===== src/rtl/kpd_pkg.sv =====
package kpd_pkg;
  localparam int unsigned CODE_W = 8;
  typedef logic [CODE_W-1:0] code_t;

  localparam code_t BREAK_CODE = 8'hF0;
  localparam code_t EXT_CODE   = 8'hE0;

  typedef struct packed {
    logic  hit;
    code_t chr;
  } map_t;

  function automatic map_t kpd_map(code_t sc, logic ext, logic ext_enter_en);
    map_t m;
    m.hit = 1'b1;
    m.chr = '0;
    if (ext) begin
      if (sc == 8'h4A) m.chr = 8'h2F;
      else if (sc == 8'h5A && ext_enter_en) m.chr = 8'h1C;
      else m.hit = 1'b0;
    end else begin
      case (sc)
        8'h70: m.chr = 8'h30;
        8'h69: m.chr = 8'h31;
        8'h72: m.chr = 8'h32;
        8'h7A: m.chr = 8'h33;
        8'h6B: m.chr = 8'h34;
        8'h73: m.chr = 8'h35;
        8'h74: m.chr = 8'h36;
        8'h6C: m.chr = 8'h37;
        8'h75: m.chr = 8'h38;
        8'h7D: m.chr = 8'h39;
        8'h79: m.chr = 8'h2B;
        8'h7B: m.chr = 8'h2D;
        8'h7C: m.chr = 8'h2A;
        8'h29: m.chr = 8'h20;
        8'h5A: m.chr = 8'h1C;
        8'h66: m.chr = 8'h0E;
        default: m.hit = 1'b0;
      endcase
    end
    return m;
  endfunction

  function automatic logic is_key_char(code_t c);
    return (c >= 8'h30 && c <= 8'h39) || c == 8'h2B || c == 8'h2D ||
           c == 8'h2A || c == 8'h2F || c == 8'h20 || c == 8'h1C || c == 8'h0E;
  endfunction
endpackage


===== src/rtl/kpd_prefix_track.sv =====
module kpd_prefix_track
  import kpd_pkg::*;
#(
  parameter code_t BRK = BREAK_CODE,
  parameter code_t EXT = EXT_CODE
) (
  input  logic  clk_i,
  input  logic  rst_ni,
  input  logic  strobe_i,
  input  code_t data_i,
  output logic  rel_o,
  output logic  ext_o,
  output logic  cand_o
);
  logic rel_q, ext_q, is_brk, is_ext;

  assign is_brk = (data_i == BRK);
  assign is_ext = (data_i == EXT);

  always_ff @(posedge clk_i or negedge rst_ni) begin
    if (!rst_ni) begin
      rel_q <= 1'b0;
      ext_q <= 1'b0;
    end else if (strobe_i) begin
      if (is_brk) rel_q <= 1'b1;
      else if (is_ext) ext_q <= 1'b1;
      else begin
        rel_q <= 1'b0;
        ext_q <= 1'b0;
      end
    end
  end

  // a plain byte that is not the tail of a release sequence
  assign cand_o = strobe_i && !is_brk && !is_ext && !rel_q;
  assign rel_o  = rel_q;
  assign ext_o  = ext_q;
endmodule


===== src/rtl/kpd_keymap.sv =====
module kpd_keymap
  import kpd_pkg::*;
#(
  parameter bit EXT_ENTER_EN = 1'b1
) (
  input  code_t sc_i,
  input  logic  ext_i,
  output logic  hit_o,
  output code_t chr_o
);
  map_t m;
  generate
    if (EXT_ENTER_EN) begin : g_ext_enter
      assign m = kpd_map(sc_i, ext_i, 1'b1);
    end else begin : g_no_ext_enter
      assign m = kpd_map(sc_i, ext_i, 1'b0);
    end
  endgenerate
  assign hit_o = m.hit;
  assign chr_o = m.chr;
endmodule


===== src/rtl/kpd_out_reg.sv =====
module kpd_out_reg
  import kpd_pkg::*;
(
  input  logic  clk_i,
  input  logic  rst_ni,
  input  logic  fire_i,
  input  code_t chr_i,
  output logic  valid_o,
  output code_t char_o
);
  always_ff @(posedge clk_i or negedge rst_ni) begin
    if (!rst_ni) begin
      valid_o <= 1'b0;
      char_o  <= '0;
    end else begin
      valid_o <= fire_i;
      if (fire_i) char_o <= chr_i;
    end
  end
endmodule


===== src/rtl/kpd_scan_decoder.sv =====
module kpd_scan_decoder
  import kpd_pkg::*;
#(
  parameter code_t BRK          = BREAK_CODE,
  parameter code_t EXT          = EXT_CODE,
  parameter bit    EXT_ENTER_EN = 1'b1
) (
  input  logic       clk_i,
  input  logic       rst_ni,
  input  logic [7:0] data_i,
  input  logic       strobe_i,
  output logic [7:0] char_o,
  output logic       valid_o
);
  logic  rel_w, ext_w, cand_w, hit_w;
  code_t chr_w;

  kpd_prefix_track #(.BRK(BRK), .EXT(EXT)) u_pfx (
    .clk_i(clk_i), .rst_ni(rst_ni), .strobe_i(strobe_i), .data_i(data_i),
    .rel_o(rel_w), .ext_o(ext_w), .cand_o(cand_w)
  );

  kpd_keymap #(.EXT_ENTER_EN(EXT_ENTER_EN)) u_map (
    .sc_i(data_i), .ext_i(ext_w), .hit_o(hit_w), .chr_o(chr_w)
  );

  kpd_out_reg u_out (
    .clk_i(clk_i), .rst_ni(rst_ni), .fire_i(cand_w && hit_w), .chr_i(chr_w),
    .valid_o(valid_o), .char_o(char_o)
  );
endmodule


===== config.mk =====
export PLATFORM = sky130hd
export DESIGN_NAME = kpd_scan_decoder
export DESIGN_NICKNAME = d
export VERILOG_FILES = /design/src/rtl/kpd_pkg.sv /design/src/rtl/kpd_prefix_track.sv /design/src/rtl/kpd_keymap.sv /design/src/rtl/kpd_out_reg.sv /design/src/rtl/kpd_scan_decoder.sv
export SDC_FILE = /design/constraint.sdc
export NUM_CORES = 1
export LEC_CHECK = 0
export BUFFER_PORTS_ARGS = -buffer_cell sky130_fd_sc_hd__buf_2
export CAP_MARGIN = 15
export CORE_MARGIN = 2
export CORE_UTILIZATION = 40
export CTS_BUF_LIST = sky130_fd_sc_hd__clkbuf_8
export DETAILED_ROUTE_END_ITERATION = 12
export PLACE_DENSITY_LB_ADDON = 0.05
export SYNTH_ARGS = -nofsm -noshare
export SYNTH_HDL_FRONTEND = slang
export SYNTH_SLANG_ARGS = --single-unit

===== constraint.sdc =====
create_clock -name clk_i -period 2.8 [get_ports clk_i]
set_input_delay 0.56 -clock clk_i [delete_from_list [all_inputs] [get_ports clk_i]]
set_output_delay 0.56 -clock clk_i [all_outputs]
set_load 0.05 [all_outputs]

* Word-level counts from Yosys, hierarchy flattened *
Index checks and enable logic that the tools add are counted.

operators by class
  mux-type cells = 10
  reduce and logical (&&, ||, !) cells = 10
  equality and inequality tests = 20
  bitwise logic cells = 1

operator list
  operator                                                                  number
  8-bit by 7-bit == test with 1-bit output (second input constant)          16
  6-bit one-hot mux with 16 select lines                                    1
  8-bit == test (second input constant)                                     2
  16-bit OR reduction                                                       1
  9-bit 2-to-1 mux                                                          1
  8-bit by 6-bit == test with 1-bit output (second input constant)          1
  8-bit 2-to-1 mux                                                          1
  1-bit 2-to-1 mux                                                          6
  5-bit 2-to-1 mux                                                          1
  1-bit logical AND                                                         4
  2-bit AND reduction                                                       2
  1-bit zero test                                                           3
  2-bit by 1-bit inequality test with 1-bit output (second input constant)  1
  1-bit inverter                                                            1

storage, ports and cells
  bits of input ports = 11
  output and inout port bits = 9
  register bits = 11

* Depth between registers and ports, before layout *
Gate-level depths: netlist of the first run.

  word-level depth = 6
  gate-level depth with buffers = 6
  mapped depth without buffers = 5

* Hierarchy *
Synthesis of the first run repeated with hierarchy kept, for this count alone.

second synthesis, totals
  cells, all modules = 98
  area total of the unflattened synthesis = 920.9 um2

by module, submodules not included
  module            cells each  instances  area an instance (um2)
  kpd_keymap        67          1          456.7
  kpd_out_reg       18          1          356.6
  kpd_prefix_track  12          1          101.3
  kpd_scan_decoder  1           1          6.3

* Worst setup path after synthesis of the first run *
OpenSTA, ideal clock, no wires.

  path type = input to register
  from = input port data_i[3]
  to = register u_out.char_o[2]
  path buffers = 1
  arrival = 1.804 ns
  setup slack = 0.875 ns
  stages = 6
  library setup time = 0.121 ns
  cell sequence = buf_2 > nor4b_1 > o211a_1 > o21a_1 > o311a_4 > o22a_1

between the ends
  cells in the longest elaborated chain, start to end = 6
  elaborated cells on any way between the ends = 33
  those cells by class = eq/ne: 19; mux: 7; reduce/logical: 7

ends and longest elaborated chain
  item                                                         RTL line                source
  start: declaration                                           kpd_scan_decoder.sv:10  input logic [7:0] data_i,
  branches (longest 5 deep; another with 16-bit OR reduction)  n/a
  1-bit logical AND (*)                                        kpd_scan_decoder.sv:28  .clk_i(clk_i), .rst_ni(rst_ni), .fire_i(cand_w && hit_w), .chr_i(chr_w),
  via u_out.fire_i                                             kpd_out_reg.sv:6        input logic fire_i,
  end signal: assignment                                       kpd_out_reg.sv:17       if (fire_i) char_o <= chr_i;
  end: declaration                                             kpd_out_reg.sv:9        output code_t char_o

Mark *: on every way through the listed nets, which the timed path passes.
A chain may end at the register's enable or synchronous reset.

* Worst setup path in the final report of the first run *
  from = input port data_i[3]
  to = register u_out.char_o[3]

Same word-level chain as after synthesis.

==> parameters.txt, run 1 <==
Parameter                              Value

Setup path
  Critical path arrival    2070 ps
  Startpoint-to-endpoint class of the critical path    in2reg
  Crit path required time    2910 ps
  Reg2reg start    u_pfx.ext_o$_DFFE_PN0N_
  Largest fanout of any net on the critical path    13
  Highest cell delay on the worst timing path    410 ps
  Type of element capturing the critical path    flip-flop
  Register-to-register setup slack    1290 ps
  Worst r2r path cells    3
  Cell with the biggest individual delay on the critical path    sky130_fd_sc_hd__o311a_4
  Cell-by-cell listing of the critical path    buf_2, and4bb_1, a311o_1, o311a_4, o22a_1
  End of the worst register-to-register path    u_out.char_o[3]$_DFFE_PN0P_
  Element type at the critical path start    primary input

Route
  Total Wirelength    1.86 mm
  Via Count    756
  Initial detailed-routing violation count    11
  Routed WL per cell    13.7 microns
  Vias per std cell    5.56
  Number of iterations in the first detailed-routing pass    4
  DR DRC count    0
  Final ANT Viol Nets    0

Logic synthesis
  Fraction of registers with async set or reset after synthesis    1.00
  Netlist Area Pre-Place    857 sq um
  Gate count of the mapped netlist    94
  Average footprint of a synthesized cell    9.12 sq um
  Number of distinct standard cells referenced by the synthesized netlist    44
  Count of flip-flops with a built-in enable after synthesis    0
  Fraction of post-synthesis cell area in the top cell type by area    0.263
  Top post-synthesis cells by area    sky130_fd_sc_hd__dfrtp_1, sky130_fd_sc_hd__mux2i_1, sky130_fd_sc_hd__nor2_1
  Ys Warns    0
  Primary flip-flop cell chosen by synthesis mapping    sky130_fd_sc_hd__dfrtp_1
  Yosys top cell by area    sky130_fd_sc_hd__dfrtp_1
  Sequential-to-total area share from yosys stat    0.263
  Post-synthesis sequential element count    9

STA
  Min Clock Period, post-route    1960 ps
  Final period utilization    0.702
  Total setup violations reported at the end of the flow    0
  Total negative slack    0 ps
  Count of final hold-check violations    0
  Max Transition Viols Final    0
  Setup repair after global routing missed its margin    false
  Setup clock skew after layout    3.52 ps
  Maximum clock frequency    509 MHz

Global route
  Global-route wire length before repair    3.29 mm
  Maximum number of pins on one net before global-route repair    17
  Number of global-route vias before repair    681
  Number of antenna violations at the first check in global routing    0
  Congestion Overflow GR    0
  Global router's overall resource usage    0.168

Clock network
  Sinks on Clock Net    9
  Number of buffers created by CTS    3
  Number of instances resized during post-cts repair    0
  Insertion delay to the later sink of the worst-skew pair    230 ps
  Clock root buffer    sky130_fd_sc_hd__clkbuf_8
  Clock slew at the register clock pins of the worst setup and hold paths    40 ps
  Number of H-tree branching levels    1
  Post-CTS Hold Buffers    0
  Maximum buffer depth of the clock tree    2
  TritonCTS clock tree    yes
  Postcts setup bufs    0

Floorplan
  Chip height    50.3 microns
  Die footprint    0.00253 sq mm
  # rows    16
  Core region area    0.00198 sq mm
  Ports placed on the boundary    20
  Initial Util    0.432
  Horizontal extent of the die    50.3 microns

Final layout
  Post-route standard cell area excluding fillers    980 sq um
  Nets    121
  Ant diodes    0
  Share of final-layout standard cells stronger than drive strength 1    0.275
  Most frequent standard cell in the layout excluding fill and tap cells    sky130_fd_sc_hd__buf_2
  Commonest cells after routing, fill and taps aside    sky130_fd_sc_hd__buf_2, sky130_fd_sc_hd__nor2_1, sky130_fd_sc_hd__dfrtp_1
  Final cell utilization of the core    0.494
  Layout Area Growth over Synthesis    14.3%

Run status
  Outcome    finished, final reports clean

Placed design
  Detailed placement HPWL    1.45 mm
  Count of buffers from port buffering    17
  Gp weighted congestion    0.785
  Placement-stage cell area    935 sq um

Power
  Total power density per cell area    477 mW/mm^2
  IR drop worst, VDD    0.455 mV
  Leakage Power    0.000447 uW

Run
  Reported max-cap violation count    0

Worst hold path
  Worst hold path type    in2async
-- state kept, by name, summed over array words and instances (netlist names) --
signal / count
u_out.valid_o: 1
u_out.char_o: 6
u_pfx.rel_o: 1
u_pfx.ext_o: 1
-- cell families (layout without fill, tap and decap cells) --
family / count (synthesis) / after routing / share of synthesized area
mux: 8 / 8 / 0.0964
compound gates: 25 / 25 / 0.273
other cells: 1 / 2 / 0.00438
simple gates: 39 / 39 / 0.283
buf+inv: 11 / 25 / 0.0701
xor+xnor: 1 / 1 / 0.0102
flops: 9 / 9 / 0.263
-- cell type report --
| class | instances | area [sq um] |
|---|---|---|
| Multi-Input combinational cell | 75 | 576 |
| Inverter | 4 | 15.0 |
| Sequential cell | 9 | 225 |
| Tap cell | 27 | 33.8 |
| Clock inverter | 1 | 3.75 |
| Fill cell | 199 | 1000 |
| Clock buffer | 3 | 41.3 |
| Timing Repair Buffer | 17 | 85.1 |
-- synthesized netlist by cell type (2+ instances only) --
master and count:
sky130_fd_sc_hd__a21oi_1 5, sky130_fd_sc_hd__buf_2 3, sky130_fd_sc_hd__buf_4 2, sky130_fd_sc_hd__dfrtp_1 9, sky130_fd_sc_hd__inv_1 4, sky130_fd_sc_hd__mux2_2 2
sky130_fd_sc_hd__mux2i_1 6, sky130_fd_sc_hd__nand2_1 6, sky130_fd_sc_hd__nand2b_1 4, sky130_fd_sc_hd__nand3_1 2, sky130_fd_sc_hd__nor2_1 11, sky130_fd_sc_hd__nor2b_1 2
sky130_fd_sc_hd__nor3_1 3, sky130_fd_sc_hd__o211ai_1 2, sky130_fd_sc_hd__o21a_1 2, sky130_fd_sc_hd__o21ai_0 2, sky130_fd_sc_hd__o22a_1 2
-- worst max-delay path by stage --
stage,startpoint,endpoint,slack (ps),cells past startpoint
floorplan,data_i[3],u_out.char_o[2]$_DFFE_PN0P_,870,6
detailed placement,data_i[3],u_out.char_o[2]$_DFFE_PN0P_,610,5
CTS,data_i[3],u_out.char_o[3]$_DFFE_PN0P_,840,5
global route,data_i[3],u_out.char_o[2]$_DFFE_PN0P_,780,5
global placement,data_i[3],u_out.char_o[2]$_DFFE_PN0P_,620,5
finish,data_i[3],u_out.char_o[3]$_DFFE_PN0P_,840,5
-- through the flow --
| step | instances | total power [uW] | hold WS [ps] | worst slack (ps) |
|---|---|---|---|---|
| after CTS | 136 | 473 | 180 | 844 |
| after detailed placement | 132 | 330 | 419 | 608 |
| after global placement | 132 | 329 | 418 | 623 |
| final | 136 | 467 | 175 | 835 |
| after floorplan | 95 | 291 | 264 | 875 |
| after global routing | 136 | 503 | 182 | 776 |
-- layer usage --
metal	GRT usage	vias to the layer above	wire [microns]
met4	0.0135	0	0
met5	0	-	0
li1	-	377	-
met3	0.0446	0	77
met2	0.263	19	917
met1	0.242	360	867
-- worst max-delay path: cells and delay by family --
family	cells	cell delay (ps)
AOI/OAI and AO/OA	3	1000
buffers and inverters	1	230
and+or+nand+nor	1	290
-- power by group --
group,leakage [uW],internal (uW),switching (uW)
clock,0.0000269,94.9,45.1
combinational,0.000305,51.7,118
sequential,0.000115,148,9.41
total,0.000447,294,173
Power figures use the tool's default switching activity.
==> run 2: changes to the inputs <==
--- a/config.mk
+++ b/config.mk
@@ -5,6 +5,7 @@
 export SDC_FILE = /design/constraint.sdc
 export NUM_CORES = 1
 export LEC_CHECK = 0
+export ABC_AREA = 1
 export BUFFER_PORTS_ARGS = -buffer_cell sky130_fd_sc_hd__buf_2
 export CAP_MARGIN = 15
 export CORE_MARGIN = 2
==> constraint.sdc (replaced) <==
create_clock -name clk_i -period 1.8 [get_ports clk_i]
set_input_delay 0.36 -clock clk_i [delete_from_list [all_inputs] [get_ports clk_i]]
set_output_delay 0.36 -clock clk_i [all_outputs]
set_load 0.05 [all_outputs]
==> parameters.txt, run 2 <==
Parameter                              Value

Final layout
  Nets    182 (was 121)
  Final cell utilization of the core    0.515 (was 0.494)
  Share of final-layout standard cells stronger than drive strength 1    0.200 (was 0.275)
  Most frequent standard cell in the layout excluding fill and tap cells    sky130_fd_sc_hd__nand2_1 (was sky130_fd_sc_hd__buf_2)
  Ant diodes    0 (unchanged)
  Commonest cells after routing, fill and taps aside    sky130_fd_sc_hd__nand2_1, sky130_fd_sc_hd__nor2_1, sky130_fd_sc_hd__inv_1 (was sky130_fd_sc_hd__buf_2, sky130_fd_sc_hd__nor2_1, sky130_fd_sc_hd__dfrtp_1)
  Number of flip-flops under the largest register name    6 (unchanged)
  Fin cells    197 (was 136)
  Post-route standard cell area excluding fillers    0.00102 sq mm (was 980 sq um)
  Layout Area Growth over Synthesis    19.2% (was 14.3%)
  Reg with most FFs    u_out.char_o (unchanged)

Floorplan
  Ports placed on the boundary    20 (unchanged)
  # rows    16 (unchanged)
  Die footprint    0.00253 sq mm (about the same)
  Horizontal extent of the die    50.3 microns (about the same)
  Core region area    0.00198 sq mm (unchanged)
  Initial Util    0.432 (about the same)
  Chip height    50.3 microns (about the same)

Clock network
  Clock root buffer    sky130_fd_sc_hd__clkbuf_8 (unchanged)
  Number of instances resized during post-cts repair    0 (unchanged)
  Number of buffers created by CTS    3 (unchanged)
  Sinks on Clock Net    9 (unchanged)
  Number of H-tree branching levels    1 (unchanged)
  Clock slew at the register clock pins of the worst setup and hold paths    50 ps (was 40 ps)
  TritonCTS clock tree    yes (unchanged)
  Maximum buffer depth of the clock tree    2 (unchanged)
  Insertion delay to the later sink of the worst-skew pair    230 ps (about the same)

Global route
  Congestion Overflow GR    0 (unchanged)
  Global-route wire length before repair    3.20 mm (was 3.29 mm)
  Maximum number of pins on one net before global-route repair    10 (was 17)
  Number of antenna violations at the first check in global routing    0 (unchanged)
  Number of global-route vias before repair    816 (was 681)
  Global router's overall resource usage    0.164 (was 0.168)

Logic synthesis
  Top post-synthesis cells by area    sky130_fd_sc_hd__dfrtp_1, sky130_fd_sc_hd__nand2_1, sky130_fd_sc_hd__nor2_1 (was sky130_fd_sc_hd__dfrtp_1, sky130_fd_sc_hd__mux2i_1, sky130_fd_sc_hd__nor2_1)
  Ys Warns    0 (unchanged)
  Leading cell types by count after synthesis    sky130_fd_sc_hd__nand2_1, sky130_fd_sc_hd__nor2_1, sky130_fd_sc_hd__inv_1 (was sky130_fd_sc_hd__nor2_1, sky130_fd_sc_hd__dfrtp_1, sky130_fd_sc_hd__mux2i_1, sky130_fd_sc_hd__nand2_1, sky130_fd_sc_hd__a21oi_1)
  Sequential-to-total area share from yosys stat    0.263 (about the same)
  Netlist Area Pre-Place    856 sq um (was 857 sq um)
  Yosys top cell by area    sky130_fd_sc_hd__dfrtp_1 (unchanged)
  Number of distinct standard cells referenced by the synthesized netlist    19 (was 44)
  Top-count cell post-synth    sky130_fd_sc_hd__nand2_1 (was sky130_fd_sc_hd__nor2_1)
  Gate count of the mapped netlist    149 (was 94)
  Fraction of registers with async set or reset after synthesis    1.00 (unchanged)
  Primary flip-flop cell chosen by synthesis mapping    sky130_fd_sc_hd__dfrtp_1 (unchanged)
  Average footprint of a synthesized cell    5.74 sq um (was 9.12 sq um)
  Post-synthesis sequential element count    9 (unchanged)
  Count of flip-flops with a built-in enable after synthesis    0 (unchanged)
  Fraction of post-synthesis cell area in the top cell type by area    0.263 (about the same)

STA
  Total negative slack    0 ps (unchanged)
  Setup clock skew after layout    1.23 ps (was 3.52 ps)
  Max Transition Viols Final    0 (unchanged)
  Total setup violations reported at the end of the flow    0 (unchanged)
  Min Clock Period, post-route    1470 ps
  Setup repair after global routing missed its margin    false (unchanged)
  Count of final hold-check violations    0 (unchanged)
  Maximum clock frequency    679 MHz
  Final period utilization    0.818

Setup path
  Critical path arrival    1590 ps (was 2070 ps)
  Startpoint-to-endpoint class of the critical path    in2reg (unchanged)
  Type of element capturing the critical path    flip-flop (unchanged)
  Largest fanout of any net on the critical path    7 (was 13)
  Element type at the critical path start    primary input (unchanged)
  Register-to-register setup slack    430 ps (was 1290 ps)
  Crit path required time    1920 ps (was 2910 ps)

Route
  Final ANT Viol Nets    0 (unchanged)
  Initial detailed-routing violation count    29 (was 11)
  DR DRC count    0 (unchanged)
  Via Count    907 (was 756)
  Vias per std cell    4.60 (was 5.56)
  Number of iterations in the first detailed-routing pass    4 (unchanged)
  Total Wirelength    1.83 mm (was 1.86 mm)
  Routed WL per cell    9.26 microns (was 13.7 microns)

Power
  Int Power    395 uW (was 294 uW)
  Overall Power    572 uW (was 467 uW)
  Psw    176 uW (was 173 uW)
  Clock network fraction of total power    0.409 (was 0.300)
  Proportion of power drawn by flip-flops and latches    0.379 (was 0.336)
  Leakage Power    0.000648 uW (was 0.000447 uW)
  Power share of the combinational group    0.212 (was 0.364)
  IR drop worst, VDD    0.484 mV (was 0.455 mV)
  Sw Ratio    0.309 (was 0.370)
  Total power density per cell area    561 mW/mm^2 (was 477 mW/mm^2)

Placed design
  Detailed placement HPWL    1.54 mm (was 1.45 mm)
  Count of buffers from port buffering    17 (unchanged)
  Placement-stage cell area    963 sq um (was 935 sq um)
  Gp weighted congestion    0.876 (was 0.785)
  Placed insts    192 (was 132)

Run
  Reported max-cap violation count    0 (unchanged)

Worst hold path
  Worst hold path type    in2reg (was in2async)

Run status
  Outcome    finished, final reports clean (unchanged)
[run 2: cell types whose count changed after synthesis, moves of 3 or more]
cell	previous run	this run
sky130_fd_sc_hd__nand2_1	6	52
sky130_fd_sc_hd__buf_2	3	0
sky130_fd_sc_hd__mux2i_1	6	0
sky130_fd_sc_hd__nand3_1	2	9
sky130_fd_sc_hd__nor2_2	0	4
sky130_fd_sc_hd__nand2_2	0	4
sky130_fd_sc_hd__a21oi_1	5	1
sky130_fd_sc_hd__nand4_1	0	3
sky130_fd_sc_hd__nor2_1	11	32
sky130_fd_sc_hd__inv_1	4	19
sky130_fd_sc_hd__nand2b_1	4	0
sky130_fd_sc_hd__o21ai_0	2	5
[run 2: cells by family (layout without fill, tap and decap cells)]
family,Yosys count,in the layout,synth area share
AO/OA/AOI/OAI,7,7,0.0541
flip-flops,9,9,0.263
AND/OR/NAND/NOR,110,110,0.573
buffers and inverters,22,42,0.105
other,1,2,0.00438
[run 2: through the flow]
step	hold WS, ps	setup slack [ps]
after floorplan	64.4	387
after global placement	217	95.5
after detailed placement	219	89.5
after CTS	405	337
after global routing	442	91.3
final	403	328
[run 2: timing repair]
item | in CTS | in global routing
endpoints found under the hold margin | 9 | 0
buffers inserted | 0 | 0
hold buffers | 1 | 0
[run 2: routing by layer]
| metal | GRT usage | vias up | share of wire |
|---|---|---|---|
| met3 | 0.0357 | 0 | 0.048 |
| met4 | 0.0556 | 0 | 0 |
| met1 | 0.222 | 388 | 0.50 |
| li1 | - | 492 | - |
| met2 | 0.257 | 27 | 0.45 |
| met5 | 0 | - | 0 |
[run 2: cell type report]
class | instances | area (sq um)
clock inverters | 1 | 5.00
repair buffers | 18 | 95.1
inverters | 20 | 75.1
fillers | 212 | 962
clock buffers | 3 | 41.3
flip-flops and latches | 9 | 225
well taps | 27 | 33.8
multi-input cells | 119 | 544
[run 2: power groups by stage]
stage / clock (uW) / sequential (uW) / combinational (uW)
finish: 234 / 217 / 121
global route: 256 / 218 / 135
CTS: 244 / 217 / 121
detailed placement: 0 / 220 / 119
global placement: 0 / 220 / 119
floorplan: 0 / 234 / 70.4
[run 2: path summary, 6_finish.rpt]
| path | to | start | cells past startpoint |
|---|---|---|---|
| worst max-delay path | u_out.char_o[1]$_DFFE_PN0P_ | data_i[7] | 15 |
| worst min-delay path | u_pfx.rel_o$_DFFE_PN0P_ | strobe_i | 3 |
| worst max register to register | u_out.char_o[3]$_DFFE_PN0P_ | u_pfx.ext_o$_DFFE_PN0N_ | 6 |
| worst min register to register | u_out.char_o[4]$_DFFE_PN0P_ | u_out.char_o[4]$_DFFE_PN0P_ | 2 |
| max in group asynchronous | u_out.char_o[0]$_DFFE_PN0P_ | rst_ni | 2 |
| min in group asynchronous | u_out.char_o[5]$_DFFE_PN0P_ | rst_ni | 2 |
[run 2: worst max-delay path, cell delays in order]
cell	delay, ps
sky130_fd_sc_hd__buf_2	130
sky130_fd_sc_hd__inv_1	50
sky130_fd_sc_hd__nand2_1	80
sky130_fd_sc_hd__nor2_1	190
sky130_fd_sc_hd__nand2_1	110
sky130_fd_sc_hd__nand2_1	100
sky130_fd_sc_hd__inv_1	50
sky130_fd_sc_hd__nand2_1	50
sky130_fd_sc_hd__nor2_1	40
sky130_fd_sc_hd__nand2_1	60
sky130_fd_sc_hd__nand2_2	60
sky130_fd_sc_hd__nand2_4	100
sky130_fd_sc_hd__nand2_4	80
sky130_fd_sc_hd__nand2_1	60
sky130_fd_sc_hd__nand2_1	50
==> run 3: changes to the inputs <==
--- a/config.mk
+++ b/config.mk
@@ -5,7 +5,7 @@
 export SDC_FILE = /design/constraint.sdc
 export NUM_CORES = 1
 export LEC_CHECK = 0
-export ABC_AREA = 1
+export ABC_AREA = 0
 export BUFFER_PORTS_ARGS = -buffer_cell sky130_fd_sc_hd__buf_2
 export CAP_MARGIN = 15
 export CORE_MARGIN = 2
==> constraint.sdc (replaced) <==
create_clock -name clk_i -period 1.5 [get_ports clk_i]
set_input_delay 0.3 -clock clk_i [delete_from_list [all_inputs] [get_ports clk_i]]
set_output_delay 0.3 -clock clk_i [all_outputs]
set_load 0.05 [all_outputs]
==> parameters.txt, run 3 (synthesis gave the netlist of run 1 again) <==
Parameter                              Value

Run status
  Outcome    finished with violations (was finished, final reports clean)
  Violations in the final reports    setup timing

Final layout
  Nets    148 (was 182)
  Layout Area Growth over Synthesis    50.9% (was 19.2%)
  Fin cells    163 (was 197)
  Number of flip-flops under the largest register name    6 (unchanged)
  Most frequent standard cell in the layout excluding fill and tap cells    sky130_fd_sc_hd__buf_4 (was sky130_fd_sc_hd__nand2_1)
  Total area of multi-input combinational cells    638 sq um (was 544 sq um)
  Post-route standard cell area excluding fillers    0.00129 sq mm (was 0.00102 sq mm)
  Sequential cell area    225 sq um (unchanged)
  Share of final-layout standard cells stronger than drive strength 1    0.471 (was 0.200)
  Reg with most FFs    u_out.char_o (unchanged)
  Ant diodes    0 (unchanged)
  Commonest cells after routing, fill and taps aside    sky130_fd_sc_hd__buf_4, sky130_fd_sc_hd__nor2_1, sky130_fd_sc_hd__buf_2 (was sky130_fd_sc_hd__nand2_1, sky130_fd_sc_hd__nor2_1, sky130_fd_sc_hd__inv_1)
  Filler cell count    176 (was 212)

Route
  Via Count    882 (was 907)
  Number of iterations in the first detailed-routing pass    5 (was 4)
  Vias per std cell    5.41 (was 4.60)
  Routed WL per cell    14.1 microns (was 9.26 microns)
  Total Wirelength    2.30 mm (was 1.83 mm)
  Final ANT Viol Nets    0 (unchanged)
  DR DRC count    0 (unchanged)
  Initial detailed-routing violation count    19 (was 29)

Setup path
  Element type at the critical path start    primary input (unchanged)
  Dominant delay contributor by cell family on the critical path    compound AO/OA/AOI/OAI gates (was simple AND/OR/NAND/NOR gates)
  Highest cell delay on the worst timing path    380 ps (was 190 ps)
  Largest fanout of any net on the critical path    4 (was 7)
  Critical path arrival    1660 ps (was 1590 ps)
  Worst path buffer plus inverter count    2 (was 3)
  Startpoint-to-endpoint class of the critical path    in2reg (unchanged)
  Cell with the biggest individual delay on the critical path    sky130_fd_sc_hd__o311a_4 (was sky130_fd_sc_hd__nor2_1)
  Cell-by-cell listing of the critical path    buf_8, buf_6, nor4b_4, o211a_1, o21a_4, o311a_4, o22a_1 (was buf_2, inv_1, nand2_1, nor2_1, nand2_1, nand2_1, inv_1, nand2_1, nor2_1, nand2_1, nand2_2, nand2_4, nand2_4, nand2_1, nand2_1)
  Type of element capturing the critical path    flip-flop (unchanged)
  Crit path required time    1620 ps (was 1920 ps)

Clock network
  Insertion delay to the later sink of the worst-skew pair    230 ps (about the same)
  Sinks on Clock Net    9 (unchanged)
  Number of buffers created by CTS    3 (unchanged)
  Clock slew at the register clock pins of the worst setup and hold paths    50 ps (about the same)
  Number of H-tree branching levels    1 (unchanged)
  Clock root buffer    sky130_fd_sc_hd__clkbuf_8 (unchanged)
  TritonCTS clock tree    yes (unchanged)
  Maximum buffer depth of the clock tree    2 (unchanged)

Power
  IR drop worst, VDD    0.941 mV (was 0.484 mV)
  Total power density per cell area    756 mW/mm^2 (was 561 mW/mm^2)
  Leakage Power    0.000615 uW (was 0.000648 uW)

STA
  Setup repair after global routing missed its margin    true (was false)
  Final period utilization    1.03
  Total setup violations reported at the end of the flow    2 (was 0)
  Min Clock Period, post-route    1540 ps
  Count of final hold-check violations    0 (unchanged)
  Final critical-path setup slack    -43.4 ps (was 328 ps)
  Maximum clock frequency    648 MHz
  Setup clock skew after layout    2.70 ps (was 1.23 ps)
  Max Transition Viols Final    0 (unchanged)

Global route
  Congestion Overflow GR    0 (unchanged)
  Maximum number of pins on one net before global-route repair    11 (was 10)
  Number of global-route vias before repair    890 (was 816)
  Global router's overall resource usage    0.210 (was 0.164)
  Number of antenna violations at the first check in global routing    0 (unchanged)
  Global-route wire length before repair    4.06 mm (was 3.20 mm)

Floorplan
  Horizontal extent of the die    50.3 microns (about the same)
  Core region area    0.00198 sq mm (unchanged)
  Ports placed on the boundary    20 (unchanged)
  Initial Util    0.432 (about the same)
  # rows    16 (unchanged)
  Chip height    50.3 microns (about the same)
  Die footprint    0.00253 sq mm (about the same)

Worst hold path
  Worst hold path type    in2reg (unchanged)

Run
  Reported max-cap violation count    0 (unchanged)

Placed design
  Placed insts    157 (was 192)
  Placement-stage cell area    0.00112 sq mm (was 963 sq um)
  Count of buffers from port buffering    17 (unchanged)
  Detailed placement HPWL    1.79 mm (was 1.54 mm)
  Gp weighted congestion    0.888 (was 0.876)
-- run 3: cell count changes in the layout (fill, tap and decap cells not counted), sizes merged, moves of 6 or more --
cell	change
nand2	-52
nor2	-26
buf	+25
inv	-16
nand3	-7
mux2i	+6
-- run 3: routing by layer --
layer	up-vias	wire length (microns)	GRT usage
met2	23	1120	0.333
met5	-	0	0
li1	428	-	-
met1	427	1040	0.278
met4	0	44	0.0676
met3	4	94	0.0565
-- run 3: metrics by stage --
| stage | hold slack [ps] | utilization | total power [uW] | setup TNS (ps) | worst slack [ps] |
|---|---|---|---|---|---|
| after global routing | 384 | 0.653 | 1030 | -233 | -69.7 |
| after CTS | 355 | 0.626 | 962 | -74.3 | -37.4 |
| final | 352 | 0.653 | 978 | -84.2 | -43.4 |
| after global placement | 155 | 0.566 | 660 | -1750 | -282 |
| after floorplan | 4.41 | - | 548 | -279 | -113 |
| after detailed placement | 162 | 0.566 | 665 | -2040 | -324 |
-- run 3: tightest hold or removal path, cell delays in order --
cell and delay, ps:
sky130_fd_sc_hd__buf_2 100, sky130_fd_sc_hd__a21oi_1 60, sky130_fd_sc_hd__nor2_1 80
-- run 3: path summary, 6_finish.rpt --
kind / endpoint / depth (start not counted) / slack (ps) / start
min reg2reg: u_out.char_o[3]$_DFFE_PN0P_ / 1 / 500 / u_out.char_o[3]$_DFFE_PN0P_
min in group asynchronous: u_out.char_o[5]$_DFFE_PN0P_ / 2 / 450 / rst_ni
max reg2reg: u_out.char_o[2]$_DFFE_PN0P_ / 3 / 60 / u_pfx.ext_o$_DFFE_PN0N_
max: u_out.char_o[2]$_DFFE_PN0P_ / 7 / -40 / data_i[3]
max in group asynchronous: u_out.char_o[4]$_DFFE_PN0P_ / 2 / 870 / rst_ni
min: u_pfx.ext_o$_DFFE_PN0N_ / 3 / 350 / strobe_i
-- run 3: power by group --
part / internal [uW] / switching [uW] / leakage (uW)
Clock: 181 / 101 / 0.0000255
Combinational: 158 / 244 / 0.000475
Sequential: 276 / 17.9 / 0.000115
Total: 615 / 363 / 0.000615
-- run 3: area by class of cell --
| type | count | area share |
|---|---|---|
| inverter | 4 | 0.0116 |
| sequential | 9 | 0.174 |
| tap | 27 | 0.0261 |
| timing repair buffer | 44 | 0.259 |
| multi-input combinational | 75 | 0.493 |
| clock inverter | 1 | 0.00387 |
| clock buffer | 3 | 0.0319 |
-- run 3: repair_timing --
action | 4_1_cts | 5_1_grt
buffers inserted | 1 | 0
hold buffers | 1 | 0
endpoints found under the setup margin | 6 | 6
gates resized for setup | 13 | 15
hold endpoints to repair | 9 | 0
pin swaps | 7 | 6
